$ cat src/rtl/toy_pkg.sv
package toy_pkg;
  localparam int unsigned FIELD_W   = 7;
  localparam int unsigned NUM_BYTES = 8;

  typedef enum logic [2:0] {
    F_HSEC, F_SEC, F_MIN, F_HOUR, F_WDAY, F_MDAY, F_MON, F_YEAR
  } toy_field_e;

  function automatic logic [7:0] to_bcd(input logic [FIELD_W-1:0] v);
    logic [6:0] r;
    r = 7'(v % 7'd100);
    return {4'(r / 7'd10), 4'(r % 7'd10)};
  endfunction
endpackage

$ cat src/rtl/toy_bcd_enc.sv
module toy_bcd_enc
  import toy_pkg::*;
#(
  parameter int unsigned    N_BYTES  = NUM_BYTES,
  parameter logic [7:0]     HSEC_VAL = 8'h50
) (
  input  logic [N_BYTES-2:0][FIELD_W-1:0] time_i,
  output logic [N_BYTES-1:0][7:0]         bcd_o
);
  assign bcd_o[F_HSEC] = HSEC_VAL;

  for (genvar g = 1; g < N_BYTES; g++) begin : g_field
    assign bcd_o[g] = to_bcd(time_i[g-1]);
  end
endmodule

$ cat src/rtl/toy_bit_ptr.sv
module toy_bit_ptr #(
  parameter int unsigned TOTAL_BITS = 64,
  parameter int unsigned PTR_W      = $clog2(TOTAL_BITS)
) (
  input  logic             clk_i,
  input  logic             rst_ni,
  input  logic             step_i,
  input  logic             clear_i,
  output logic [PTR_W-1:0] ptr_o,
  output logic             at_zero_o
);
  localparam logic [PTR_W-1:0] LAST = PTR_W'(TOTAL_BITS - 1);

  logic [PTR_W-1:0] ptr_q;

  always_ff @(posedge clk_i or negedge rst_ni) begin
    if (!rst_ni)            ptr_q <= '0;
    else if (clear_i)       ptr_q <= '0;
    else if (step_i) begin
      if (ptr_q == LAST)    ptr_q <= '0;
      else                  ptr_q <= ptr_q + 1'b1;
    end
  end

  assign ptr_o     = ptr_q;
  assign at_zero_o = (ptr_q == '0);

  assert_clear_R9: assert property (@(posedge clk_i) disable iff (!rst_ni)
    clear_i |=> ptr_q == '0);
  assert_step_R7: assert property (@(posedge clk_i) disable iff (!rst_ni)
    (step_i && !clear_i && ptr_q != LAST) |=> ptr_q == PTR_W'($past(ptr_q) + 1'b1));
  assert_wrap_R8: assert property (@(posedge clk_i) disable iff (!rst_ni)
    (step_i && !clear_i && ptr_q == LAST) |=> ptr_q == '0);
endmodule

$ cat src/rtl/toy_snap_store.sv
module toy_snap_store #(
  parameter int unsigned N_BYTES = 8,
  parameter int unsigned PTR_W   = $clog2(N_BYTES * 8)
) (
  input  logic                    clk_i,
  input  logic                    rst_ni,
  input  logic                    cap_i,
  input  logic [N_BYTES-1:0][7:0] bcd_i,
  input  logic [PTR_W-1:0]        ptr_i,
  output logic                    bit_o
);
  logic [N_BYTES-1:0][7:0] bytes_q;
  logic [N_BYTES*8-1:0]    src;

  always_ff @(posedge clk_i or negedge rst_ni) begin
    if (!rst_ni)    bytes_q <= '0;
    else if (cap_i) bytes_q <= bcd_i;
  end

  // Bypass the fresh record so the capturing read returns its own bit 0.
  assign src   = cap_i ? bcd_i : bytes_q;
  assign bit_o = src[ptr_i];

  assert_capture_R2: assert property (@(posedge clk_i) disable iff (!rst_ni)
    cap_i |=> bytes_q == $past(bcd_i));
  assert_hold_R2: assert property (@(posedge clk_i) disable iff (!rst_ni)
    !cap_i |=> $stable(bytes_q));
endmodule

$ cat src/rtl/toy_serial_reader.sv
module toy_serial_reader
  import toy_pkg::*;
#(
  parameter int unsigned DATA_W  = 16,
  parameter int unsigned SER_BIT = 4
) (
  input  logic              clk_i,
  input  logic              rst_ni,
  input  logic              rd_en_i,
  input  logic              wr_en_i,
  input  logic [DATA_W-1:0] wr_data_i,
  input  logic [5:0]        sec_i,
  input  logic [5:0]        min_i,
  input  logic [4:0]        hour_i,
  input  logic [2:0]        wday_i,
  input  logic [4:0]        mday_i,
  input  logic [3:0]        mon_i,
  input  logic [6:0]        year_i,
  output logic [DATA_W-1:0] rd_data_o
);
  localparam int unsigned     TOTAL_BITS = NUM_BYTES * 8;
  localparam int unsigned     PTR_W      = $clog2(TOTAL_BITS);
  localparam logic [DATA_W-1:0] SER_MASK = DATA_W'(1) << SER_BIT;

  logic [NUM_BYTES-2:0][FIELD_W-1:0] tvec;
  logic [NUM_BYTES-1:0][7:0]         bcd;
  logic [PTR_W-1:0]                  ptr;
  logic                              at_zero;
  logic                              cap;
  logic                              ser_bit;
  logic [DATA_W-1:0]                 status_q;
  logic [DATA_W-1:0]                 rd_q;

  assign tvec[F_SEC-1]  = FIELD_W'(sec_i);
  assign tvec[F_MIN-1]  = FIELD_W'(min_i);
  assign tvec[F_HOUR-1] = FIELD_W'(hour_i);
  assign tvec[F_WDAY-1] = FIELD_W'(wday_i);
  assign tvec[F_MDAY-1] = FIELD_W'(mday_i);
  assign tvec[F_MON-1]  = FIELD_W'(mon_i);
  assign tvec[F_YEAR-1] = FIELD_W'(year_i);

  toy_bcd_enc #(.N_BYTES(NUM_BYTES), .HSEC_VAL(8'h50)) u_enc (
    .time_i (tvec),
    .bcd_o  (bcd)
  );

  toy_bit_ptr #(.TOTAL_BITS(TOTAL_BITS), .PTR_W(PTR_W)) u_ptr (
    .clk_i     (clk_i),
    .rst_ni    (rst_ni),
    .step_i    (rd_en_i),
    .clear_i   (wr_en_i),
    .ptr_o     (ptr),
    .at_zero_o (at_zero)
  );

  assign cap = rd_en_i && at_zero;

  toy_snap_store #(.N_BYTES(NUM_BYTES), .PTR_W(PTR_W)) u_store (
    .clk_i  (clk_i),
    .rst_ni (rst_ni),
    .cap_i  (cap),
    .bcd_i  (bcd),
    .ptr_i  (ptr),
    .bit_o  (ser_bit)
  );

  always_ff @(posedge clk_i or negedge rst_ni) begin
    if (!rst_ni)      status_q <= '0;
    else if (wr_en_i) status_q <= wr_data_i & ~SER_MASK;
  end

  always_ff @(posedge clk_i or negedge rst_ni) begin
    if (!rst_ni)      rd_q <= '0;
    else if (rd_en_i) rd_q <= (status_q & ~SER_MASK) | (ser_bit ? SER_MASK : '0);
  end

  assign rd_data_o = rd_q;

  assert_rdata_hold_R12: assert property (@(posedge clk_i) disable iff (!rst_ni)
    !rd_en_i |=> $stable(rd_data_o));
  assert_keep_bits_R11: assert property (@(posedge clk_i) disable iff (!rst_ni)
    (rd_en_i && !$isunknown(status_q)) |=> (rd_data_o & ~SER_MASK) == ($past(status_q) & ~SER_MASK));
endmodule

$ cat config.mk
export PLATFORM = sky130hd
export DESIGN_NAME = toy_serial_reader
export DESIGN_NICKNAME = d
export VERILOG_FILES = /design/src/rtl/toy_pkg.sv /design/src/rtl/toy_bcd_enc.sv /design/src/rtl/toy_bit_ptr.sv /design/src/rtl/toy_snap_store.sv /design/src/rtl/toy_serial_reader.sv
export SDC_FILE = /design/constraint.sdc
export NUM_CORES = 1
export LEC_CHECK = 0
export BUFFER_PORTS_ARGS = -buffer_cell sky130_fd_sc_hd__buf_4
export CORE_MARGIN = 10
export CORE_UTILIZATION = 46
export CTS_CLUSTER_SIZE = 16
export DETAILED_ROUTE_END_ITERATION = 6
export PLACE_DENSITY = 0.66
export SYNTH_ARGS = -nofsm -noshare
export SYNTH_HDL_FRONTEND = slang
export SYNTH_SLANG_ARGS = --single-unit
$ cat constraint.sdc
create_clock -name clk_i -period 4.13 [get_ports clk_i]
set_input_delay 0.826 -clock clk_i [delete_from_list [all_inputs] [get_ports clk_i]]
set_output_delay 0.826 -clock clk_i [all_outputs]
set_load 0.03 [all_outputs]
; ---- Word-level counts from Yosys, hierarchy flattened
; Cells that the tools add are included.
[word_totals]
register_bits = 101
output_inout_bits = 16
wordCells = 46
[op_classes]
mux = 7
bitwise_logic = 1
n_lt_le_gt_ge = 1
n_reduce_logical = 3
addsub = 1
n_eq_ne = 1
div_mod_pow = 21
[op_table]
columns = op, count
row1 = $mux W64, 1
row2 = $div A7 B4 Y7 const B, 7
row3 = $mod A7 B4 Y7 const B, 7
row4 = $mux W6, 3
row5 = $or A16 B16 Y16, 1
row6 = $mod A5 B7 Y7 const B, 2
row7 = $mod A6 B7 Y7 const B, 2
row8 = $lt A6 B7 Y1 const B, 1
row9 = $mod A3 B7 Y7 const B, 1
row10 = $mod A4 B7 Y7 const B, 1
row11 = $mod A7 B7 Y7 const B, 1
row12 = $add A6 B1 Y6 const B, 1
row13 = $bmux W1 S6, 1
row14 = $eq A6 B6 Y1 const B, 1
row15 = $logic_not A6 Y1, 1
row16 = $mux W5, 1
row17 = $reduce_bool A2 Y1, 1
row18 = $logic_and A1 B1 Y1, 1
row19 = $mux W1, 1

; ---- Longest topological paths before layout
; Gate-level depths: netlist of run 1.
[logic_depth]
ltp_word = 7
ltp_mapped = 15
mapped_depth_nobuf = 14

; ---- By module
; From an unflattened synthesis of run 1, not the netlist that was laid out.
[hier_totals]
hier_cells = 896
area_unflattened_um2 = 8593.2
[modules_own_cells]
columns = module, instances, cells_each, area_per_inst_um2
row1 = toy_bcd_enc, 1, 566, 3548.4
row2 = toy_snap_store, 1, 226, 3443.3
row3 = toy_serial_reader, 1, 68, 1270.0
row4 = toy_bit_ptr, 1, 36, 331.6

; ---- Least setup slack after synthesis of run 1
; OpenSTA, ideal clock, no wires.
[synth_timing]
path_type = input to register
startpoint = input mday_i[3]
endpoint = register rd_q[4], in the netlist rd_data_o[4]
n_path_buf = 0
path_stages = 13
setup_time_ns = 0.122
arrival_ns = 3.274
path_slack_ns = 0.734
path_cell_list = or2_2 ha_1 nor2b_1 a21oi_1 ha_1 and3b_1 a2111oi_0 a211oi_1 mux2i_1 a31o_2 o21ai_0 and3_1 a32o_1
[synth_via]
elab_chain_cells = 7
elab_cells_between_ends = 8
[synth_lines]
columns = item, line
row1 = start: declaration, toy_serial_reader.sv:16  ; input logic [4:0] mday_i,
row2 = $mod A5 B7 Y7 (*), toy_pkg.sv:11  ; r = 7'(v % 7'd100);
row3 = $mod A7 B4 Y7 or $div A7 B4 Y7 (tied branches), toy_pkg.sv:12  ; return {4'(r / 7'd10), 4'(r % 7'd10)};
row4 = $mux W64 (*), toy_snap_store.sv:21  ; assign src = cap_i ? bcd_i : bytes_q;
row5 = $bmux W1 S6 (*), toy_snap_store.sv:22  ; assign bit_o = src[ptr_i];
row6 = $mux W1 (implied by the code) (*), toy_snap_store.sv:22
row7 = $mux W5 (*), toy_serial_reader.sv:74  ; else if (rd_en_i) rd_q <= (status_q & ~SER_MASK) | (ser_bit ? SER_MASK : '0);
row8 = $or A16 B16 Y16 (*), toy_serial_reader.sv:74
row9 = end signal: assignment, toy_serial_reader.sv:74
row10 = end: declaration, toy_serial_reader.sv:32  ; logic [DATA_W-1:0] rd_q;
; Mark *: on every way between the ends. The rest lies on a longest branch, timed or not. The select of a mux whose other input is x is not followed.
; A chain may end at the register's enable or synchronous reset.

; ---- Final worst setup path of run 1
; Same ends and word-level chain as after synthesis.

==> flow_summary.toml, run 1 <==
[status]
status = "finished, final reports clean"

[floorplanning]
core-area_um2 = 12600
fp-row-count = 41
num_io_pins = 72
initial_core_util = 0.467
fp.dieH_um = 133
die-width_um = 133
dieArea_um2 = 17700

[setup_path]
required_ns = 4.36
rrSetupSlack_ns = 0.93
crit_buf_inv = 1
cp-end-kind = "flop"
cp-start-kind = "input port"
crit_path_cell_trace = "buf_4 -> or2_2 -> ha_1 -> nor2b_1 -> a21oi_1 -> ha_1 -> and3b_1 -> a2111oi_0 -> a211oi_1 -> mux2i_1 -> a31o_2 -> o21ai_0 -> and3_1 -> a32o_1"
critPathMostFrequentCell = "ha_1"
cp_max_fo = 7
r2r-end = "rd_data_o[4]"
worst_ep_arrival_time_ns = 3.78
path_class = "input port to flop"
slowest_stage = "a211oi_1"
crit_path_start = "mday_i[3]"
rr_worst_depth = 9
regToRegStartpoint = "u_ptr.ptr_o[3]"
critPathMaxStageDelay_ns = 0.46
crit_family = "compound AO/OA/AOI/OAI gates"

[yosys]
yosysMostFrequentCell = "dfrtp_1"
synth_edf_count = 0
synthDominantCellAreaShare = 0.431
synth_seq_area_share = 0.431
syn_avg_cell_area_um2 = 9.36
netlist_area_um2 = 5870
yosysUniqueCellTypes = 67
synth-seq-cells = 101
ys_warn_count = 0
syn_inst = 627
synth_commonest_cells = "dfrtp_1 (101), nand2_1 (65), o21ai_0 (45)"
synth_nets = 696
async_flop_share = 1.00
synthTopCellsByArea = "dfrtp_1 (43%), mux2_2 (7.3%), nand2_1 (4.2%), o21ai_0 (3.8%), ha_1 (2.8%)"
ys.flop_type = "dfrtp_1"
synth_top_cell_by_area = "dfrtp_1"

[power_and_ir_drop]
pwr_density_cell_nw_per_um2 = 396
power.internal_w = 0.00193
combPwrFrac = 0.230
leakage_nw = 3.00
vdd_drop_max_uv = 281
switching_share = 0.289
seqPwrFrac = 0.435
totalPowerFinal_w = 0.00272
p_sw_w = 0.000786
pwr-share-clk = 0.335

[place]
io_buffers = 70
dp_hpwl_mm = 9.62
place_congestion = 0.880
dpl_cell_area_um2 = 6540

[clock_network]
cts_tree = "built"
cts_root_buffer = "clkbuf_16"
htreeDepth = 3
holdBufCountCts = 0
cts_made_buffers = 9
clkSinkCount = 101
clockBufferDepth = 2
cts_setup_buffers = 0
clkTransAtPathRegs_ns = 0.07
ctsResizeCount = 0
insertion_delay_ns = 0.34

[global_routing]
antenna_found_initial = 0
grt_max_degree = 85
overflow = 0
grt_usage = 0.154
grt_pass1_vias = 4778
grt_pass1_wl_mm = 23.3

[sta]
fin_worst_skew_ns = 0.00734
fin_crit_ns = 3.55
fmax_mhz = 282
rsz0062_at_grt = "no"
drv_slew = 0
setup_viol_count_final = 0
min_period_over_period = 0.860
tightestPinTransition_ns = 1.07
hold_viol_final = 0
tns_ns = 0
slew_headroom = 0.289

[routing]
remaining_drc_errors = 0
postRouteAntennaNets = 0
vias_per_cell = 5.67
wl_mm = 13.6
vias = 4849
drt_iter0_drc = 288
drt_first_pass_iters = 5
detail_route.wl_per_cell_um = 15.9

[cells_and_area]
multi_input_area_um2 = 3060
area_growth_pct = 16.9
antenna_cells = 0
regArea_um2 = 2530
drive_gt1_frac = 0.221
n_fill_cell = 1110
layout.nets = 747
final_area_um2 = 6860

[hold_path]
holdPathStages = 1
hold_end = "u_store.bytes_q[4]"
hold_class = "flop to flop"
hp-start = "u_store.bytes_q[4]"

[job]
maxCapViolations = 0
## routing by layer
metal | vias up | global-route usage | wire length, um
li1 | 2372 | - | -
met1 | 2344 | 0.205 | 6310
met2 | 125 | 0.240 | 6380
met3 | 8 | 0.0435 | 775
met4 | 0 | 0.0452 | 82
met5 | - | 0 | 0
## power groups by stage
stage | Sequential (W) | Clock (W) | Combinational, W
5_1_grt | 0.00120 | 0.000991 | 0.000700
3_5_place_dp | 0.00120 | 0 | 0.000628
4_1_cts | 0.00118 | 0.000932 | 0.000630
6_report | 0.00118 | 0.000911 | 0.000624
2_1_floorplan | 0.00123 | 0 | 0.000384
3_3_place_gp | 0.00120 | 0 | 0.000610
## sequential cells by signal, indices dropped and copies added (netlist names)
name and flops:
status_q 15, u_ptr.ptr_o 6, rd_data_o 16, u_store.bytes_q 64
## worst max-delay path by stage
stage,end,slack (ns),cells past startpoint
6_report,rd_data_o[4],0.58,14
5_1_grt,rd_data_o[4],0.38,14
4_1_cts,rd_data_o[4],0.61,14
3_5_place_dp,rd_data_o[4],0.26,14
3_3_place_gp,rd_data_o[4],0.40,14
2_1_floorplan,rd_data_o[4],0.73,13
## cells by family (layout without fill, tap and decap cells)
family | Yosys count | count (layout) | share of synthesized area
flip-flops | 101 | 101 | 0.431
adder cells (fa/ha/maj) | 14 | 14 | 0.0294
multiplexers | 52 | 52 | 0.106
AND/OR/NAND/NOR | 213 | 213 | 0.184
buffers and inverters | 72 | 128 | 0.0482
XOR/XNOR | 10 | 10 | 0.0149
AO/OA/AOI/OAI | 165 | 165 | 0.187
## cell type report
| cell class | count | share of cell area |
|---|---|---|
| well taps | 172 | 0.0314 |
| inverters | 29 | 0.0159 |
| clock inverters | 6 | 0.0137 |
| clock buffers | 10 | 0.0334 |
| flip-flops and latches | 101 | 0.368 |
| multi-input cells | 454 | 0.446 |
| repair buffers | 83 | 0.0908 |
## layout by cell type (no fill, tap or decap), drive strengths merged, types with 9 or more instances in the layout
cell	count
dfrtp	101
nand2b	17
a21oi	28
ha	13
mux2	41
nand3	12
o211ai	9
o21ai	46
nor2	43
nor2b	9
inv	29
nand2	65
o31ai	10
buf	83
and2	22
clkbuf	10
## stage by stage
step	std cells	setup slack, ns	util	hold WS (ns)
after floorplan	627	0.734	-	0.426
after global placement	839	0.401	0.520	0.445
after detailed placement	839	0.256	0.520	0.446
after CTS	855	0.612	0.546	0.467
after global routing	855	0.385	0.546	0.500
final	855	0.578	0.546	0.465
Power figures use the tool's default switching activity.
==> run 2, diff against run 1 <==
--- a/config.mk
+++ b/config.mk
@@ -6,11 +6,10 @@
 export NUM_CORES = 1
 export LEC_CHECK = 0
 export BUFFER_PORTS_ARGS = -buffer_cell sky130_fd_sc_hd__buf_4
-export CORE_MARGIN = 10
 export CORE_UTILIZATION = 46
 export CTS_CLUSTER_SIZE = 16
 export DETAILED_ROUTE_END_ITERATION = 6
-export PLACE_DENSITY = 0.66
+export PLACE_DENSITY_LB_ADDON = 0.15
 export SYNTH_ARGS = -nofsm -noshare
 export SYNTH_HDL_FRONTEND = slang
 export SYNTH_SLANG_ARGS = --single-unit
==> run 2 against run 1 <==
- via count fell by 0.78%
- global-route usage rose by 6.0 points
- sequential share of layout area rose by 0.17 points
- critical path type unchanged
- highest routed layer unchanged
==> flow_summary.toml, run 2 (synthesis results as in run 1) <==
[routing]
postRouteAntennaNets = 0
detail_route.wl_per_cell_um = 15.4
dr.max_layer_used = "met4"
drt_iter0_drc = 302
wl_met2_mm = 6.35
met1_length_mm = 6.04
drt_first_pass_iters = 4
remaining_drc_errors = 0
dr_wl_met3_um = 633
vias_per_cell = 5.65
vias = 4811
wl_mm = 13.1

[setup_path]
regToRegStartpoint = "u_ptr.ptr_o[2]"
crit_path_cell_trace = "buf_4 -> or2_2 -> ha_1 -> nor2b_1 -> a21oi_1 -> ha_1 -> and3b_1 -> a2111oi_0 -> a211oi_1 -> mux2i_1 -> a31o_2 -> o21ai_0 -> and3_1 -> a32o_1"
slowest_stage = "a211oi_1"
cp_max_fo = 7
required_ns = 4.37
crit_path_start = "mday_i[3]"
worst_ep_arrival_time_ns = 3.83
critPathMostFrequentCell = "ha_1"
crit_family = "compound AO/OA/AOI/OAI gates"
crit_buf_inv = 1
path_class = "input port to flop"
cp-end-kind = "flop"
cp-start-kind = "input port"
critPathMaxStageDelay_ns = 0.51

[cells_and_area]
regArea_um2 = 2530
drive_gt1_frac = 0.224
final_core_util = 0.559
largest_reg_flops = 64
multi_input_area_um2 = 3060
layout.nets = 748
antenna_cells = 0
n_fill_cell = 1121
area_growth_pct = 16.3
final_cell_mix = "dfrtp_1 (101), buf_4 (84), nand2_1 (65), o21ai_0 (45), nor2_1 (42)"
top_register = "u_store.bytes_q"
final_common_cell = "dfrtp_1"

[clock_network]
clkTransAtPathRegs_ns = 0.07
cts_made_buffers = 9
clkSinkCount = 101
holdBufCountCts = 0
ctsResizeCount = 0
insertion_delay_ns = 0.35
clockBufferDepth = 2
cts_setup_buffers = 0
htreeDepth = 3
cts_tree = "built"
cts_root_buffer = "clkbuf_16"

[global_routing]
grt_usage = 0.214
overflow = 0
antenna_found_initial = 0
grt_max_degree = 62
grt_pass1_vias = 4675
grt_pass1_wl_mm = 22.3

[floorplanning]
num_io_pins = 72
core-area_um2 = 12200
dieArea_um2 = 13200
initial_core_util = 0.481
fp.dieH_um = 115
die-width_um = 115
fp-row-count = 40

[sta]
fin_crit_ns = 3.59
min_period_over_period = 0.870
hold_viol_final = 0
slew_headroom = 0.485
tightestPinTransition_ns = 0.773
tns_ns = 0
drv_slew = 0
setup_viol_count_final = 0
fmax_mhz = 278
rsz0062_at_grt = "no"
fin_worst_skew_ns = 0.00790

[place]
io_buffers = 70
dp_hpwl_mm = 9.20
place_congestion = 0.898

[status]
status = "finished, final reports clean"

[power_and_ir_drop]
leakage_nw = 3.00
pwr_density_cell_nw_per_um2 = 385
vdd_drop_max_uv = 287

[hold_path]
hold_class = "input port to async pin"

[job]
maxCapViolations = 0
[run 2: changes by cell type in the layout (fill, tap and decap cells not counted)]
| cell | before | now |
|---|---|---|
| buf_4 | 83 | 84 |
| bufinv_16 | 2 | 0 |
| clkbuf_1 | 1 | 0 |
| clkinv_2 | 0 | 1 |
| clkinv_4 | 1 | 0 |
| inv_8 | 0 | 3 |
[run 2: layout make-up]
class                   count  area share
clock inverters             7     0.00934
inverters                  29      0.0159
repair buffers             84      0.0923
clock buffers               9      0.0330
multi-input cells         454       0.449
flip-flops and latches    101       0.370
well taps                 168      0.0308
[run 2: worst paths after layout]
| path | slack, ns | endpoint | cells past startpoint |
|---|---|---|---|
| setup / recovery | 0.54 | rd_data_o[4] | 14 |
| hold / removal | 0.30 | u_store.bytes_q[25] | 1 |
| setup reg to reg | 0.97 | rd_data_o[4] | 9 |
| hold reg to reg | 0.46 | u_store.bytes_q[22] | 2 |
| max in group asynchronous | 2.87 | u_store.bytes_q[7] | 2 |
| min in group clk_i | 0.46 | u_store.bytes_q[22] | 2 |
[run 2: per-stage QoR]
step / cell area (um2) / hold slack (ns) / setup WS, ns / instances / total power [W]
5_1_grt: 6830 / 0.287 / 0.321 / 852 / 0.00278
2_1_floorplan: 5870 / 0.426 / 0.734 / 627 / 0.00162
3_5_place_dp: 6540 / 0.452 / 0.223 / 836 / 0.00183
6_report: 6830 / 0.296 / 0.538 / 852 / 0.00263
3_3_place_gp: 6540 / 0.444 / 0.390 / 836 / 0.00180
4_1_cts: 6830 / 0.287 / 0.590 / 852 / 0.00266
[run 2: layer usage]
| metal | vias to the layer above | global-route usage |
|---|---|---|
| li1 | 2361 | - |
| met1 | 2319 | 0.282 |
| met2 | 123 | 0.363 |
| met3 | 8 | 0.0474 |
| met4 | 0 | 0.0468 |
| met5 | - | 0 |
[run 2: where the power goes]
group,leakage (nW),internal (W),total [W],switching [W]
registers,1.25,0.00113,0.00118,0.0000578
clock network,0.142,0.000425,0.000824,0.000399
logic,1.61,0.000269,0.000623,0.000354
==> run 3, diff against run 2 <==
--- a/config.mk
+++ b/config.mk
@@ -5,7 +5,9 @@
 export SDC_FILE = /design/constraint.sdc
 export NUM_CORES = 1
 export LEC_CHECK = 0
+export ABC_AREA = 1
 export BUFFER_PORTS_ARGS = -buffer_cell sky130_fd_sc_hd__buf_4
+export CORE_MARGIN = 4
 export CORE_UTILIZATION = 46
 export CTS_CLUSTER_SIZE = 16
 export DETAILED_ROUTE_END_ITERATION = 6
==> run 3 against run 2 <==
- combinational power increased by 3%
- power increased by 1.9%
- global-route usage decreased by 3.3 points
- sequential share of layout area grew 0.91 points
- worst hold slack improved by 0.13 ns
- worst setup slack better by 0.69 ns
- non-clock buffer count decreased by 4
- register-to-register slack better by 0.31 ns
- clock skew fell by 0.0010 ns
- critical path type unchanged
- critical endpoint unchanged
==> flow_summary.toml, run 3 <==
[power_and_ir_drop]
vdd_drop_max_uv = 318
pwr_density_cell_nw_per_um2 = 402
leakage_nw = 3.58

[cells_and_area]
drive_gt1_frac = 0.178
largest_reg_flops = 64
final_common_cell = "nand2_1"
final_cell_mix = "nand2_1 (215), inv_1 (108), dfrtp_1 (101), buf_4 (80), o21ai_0 (77)"
top_register = "u_store.bytes_q"
antenna_cells = 0
layout.nets = 885
area_growth_pct = 17.4
final_area_um2 = 6670
layoutNonFillerInstCount = 989

[routing]
drt_iter0_drc = 306
drt_first_pass_iters = 4
vias_per_cell = 4.99
wl_mm = 12.3
vias = 4938
detail_route.wl_per_cell_um = 12.4
postRouteAntennaNets = 0
remaining_drc_errors = 0

[clock_network]
cts_setup_buffers = 0
clockBufferDepth = 2
clkTransAtPathRegs_ns = 0.06
holdBufCountCts = 0
ctsResizeCount = 0
clkSinkCount = 101
cts_made_buffers = 9
insertion_delay_ns = 0.35
cts_tree = "built"
htreeDepth = 3
cts_root_buffer = "clkbuf_16"

[yosys]
synth_top_cell_by_area = "dfrtp_1"
synth_seq_area_share = 0.445
async_flop_share = 1.00
synth_edf_count = 0
netlist_area_um2 = 5680
synth_nets = 823
synthTopCellsByArea = "dfrtp_1 (45%), nand2_1 (14%), inv_1 (7.1%), o21ai_0 (6.8%), nand3_1 (3.8%)"
yosysUniqueCellTypes = 43
yosysMostFrequentCell = "nand2_1"
ys_warn_count = 0
synth-seq-cells = 101
syn_avg_cell_area_um2 = 7.53
syn_inst = 754
synth_commonest_cells = "nand2_1 (215), inv_1 (108), dfrtp_1 (101)"
synthDominantCellAreaShare = 0.445
ys.flop_type = "dfrtp_1"

[setup_path]
path_class = "input port to flop"
required_ns = 4.41
worst_ep_arrival_time_ns = 3.18
cp-end-kind = "flop"
cp_max_fo = 5
cp-start-kind = "input port"

[floorplanning]
initial_core_util = 0.471
dieArea_um2 = 14200
core-area_um2 = 12100
fp.dieH_um = 119
fp-row-count = 40
num_io_pins = 72
die-width_um = 119

[sta]
drv_slew = 0
fmax_mhz = 344
fin_crit_ns = 2.90
rsz0062_at_grt = "no"
hold_viol_final = 0
tightestPinTransition_ns = 0.811
fin_ws_ns = 1.23
tns_ns = 0
slew_headroom = 0.459
fin_worst_skew_ns = 0.00687
min_period_over_period = 0.703
setup_viol_count_final = 0

[global_routing]
grt_usage = 0.182
grt_pass1_vias = 4774
grt_max_degree = 43
antenna_found_initial = 0
grt_pass1_wl_mm = 21.4
overflow = 0

[status]
status = "finished, final reports clean"

[place]
io_buffers = 70
place_congestion = 0.821
dp_cells = 973
dpl_cell_area_um2 = 6360
dp_slack_ns = 0.868
dp_hpwl_mm = 8.59

[hold_path]
hold_class = "input port to async pin"

[job]
maxCapViolations = 0
run 3: area by class of cell:
type | instances | area, um2
multi-input combinational | 507 | 2580
inverter | 117 | 443
clock buffer | 11 | 233
tap | 168 | 210
sequential | 101 | 2530
timing repair buffer | 80 | 601
clock inverter | 5 | 75.1
fill | 1141 | 5400
run 3: path summary, 6_finish.rpt:
path	start	end	slack, ns	cells after the start
setup / recovery	hour_i[2]	rd_data_o[4]	1.23	28
hold / removal	rst_ni	u_store.bytes_q[48]	0.42	1
setup reg to reg	u_ptr.ptr_o[0]	rd_data_o[4]	1.28	17
hold reg to reg	u_store.bytes_q[4]	u_store.bytes_q[4]	0.45	1
max in group asynchronous	rst_ni	rd_data_o[11]	2.89	2
min in group clk_i	u_store.bytes_q[4]	u_store.bytes_q[4]	0.45	1
run 3: logic make-up (layout without fill, tap and decap cells):
group | after synthesis | after routing | synth area share
xor gates and xnor gates | 3 | 3 | 0.00463
AOI/OAI and AO/OA | 150 | 150 | 0.147
and+or+nand+nor | 340 | 340 | 0.272
buffers and inverters | 146 | 213 | 0.101
adders and majority gates | 13 | 13 | 0.0287
DFF | 101 | 101 | 0.445
muxes | 1 | 1 | 0.00198
run 3: critical path: stages:
cell and delay [ns]:
buf_4 0.09, inv_1 0.05, ha_1 0.18, inv_1 0.05, ha_1 0.16, inv_1 0.06, o21ai_2 0.10, inv_1 0.09
nand2_1 0.08, nand2_1 0.07, inv_1 0.05, ha_1 0.18, nand2_1 0.06, nand2_1 0.09, nand2_1 0.09, nand2_1 0.08
nand2_1 0.05, o21ai_2 0.16, nand2_1 0.07, nand2_1 0.06, nand2_1 0.06, nand2_1 0.06, a21oi_1 0.08, nand2_1 0.06
nand3_1 0.06, nand2_1 0.06, inv_1 0.04, a21oi_2 0.12
run 3: per-layer routing:
layer,track usage,part of all wire,vias to the layer above,wire [um]
li1,-,-,2531,-
met1,0.223,0.45,2313,5550
met2,0.310,0.48,82,5920
met3,0.0560,0.054,12,667
met4,0.0485,0.011,0,140
met5,0,0,-,0
run 3: metrics by stage:
step | power [W] | utilization | hold slack (ns)
6_report | 0.00268 | 0.553 | 0.424
5_1_grt | 0.00286 | 0.553 | 0.454
4_1_cts | 0.00272 | 0.553 | 0.435
3_5_place_dp | 0.00182 | 0.527 | 0.435
3_3_place_gp | 0.00180 | 0.527 | 0.434
2_1_floorplan | 0.00162 | - | 0.423
run 3: power by group:
group | switching, W | leakage, nW | internal, W
Sequential | 0.0000399 | 1.27 | 0.00112
Combinational | 0.000404 | 2.16 | 0.000237
Clock | 0.000355 | 0.153 | 0.000528
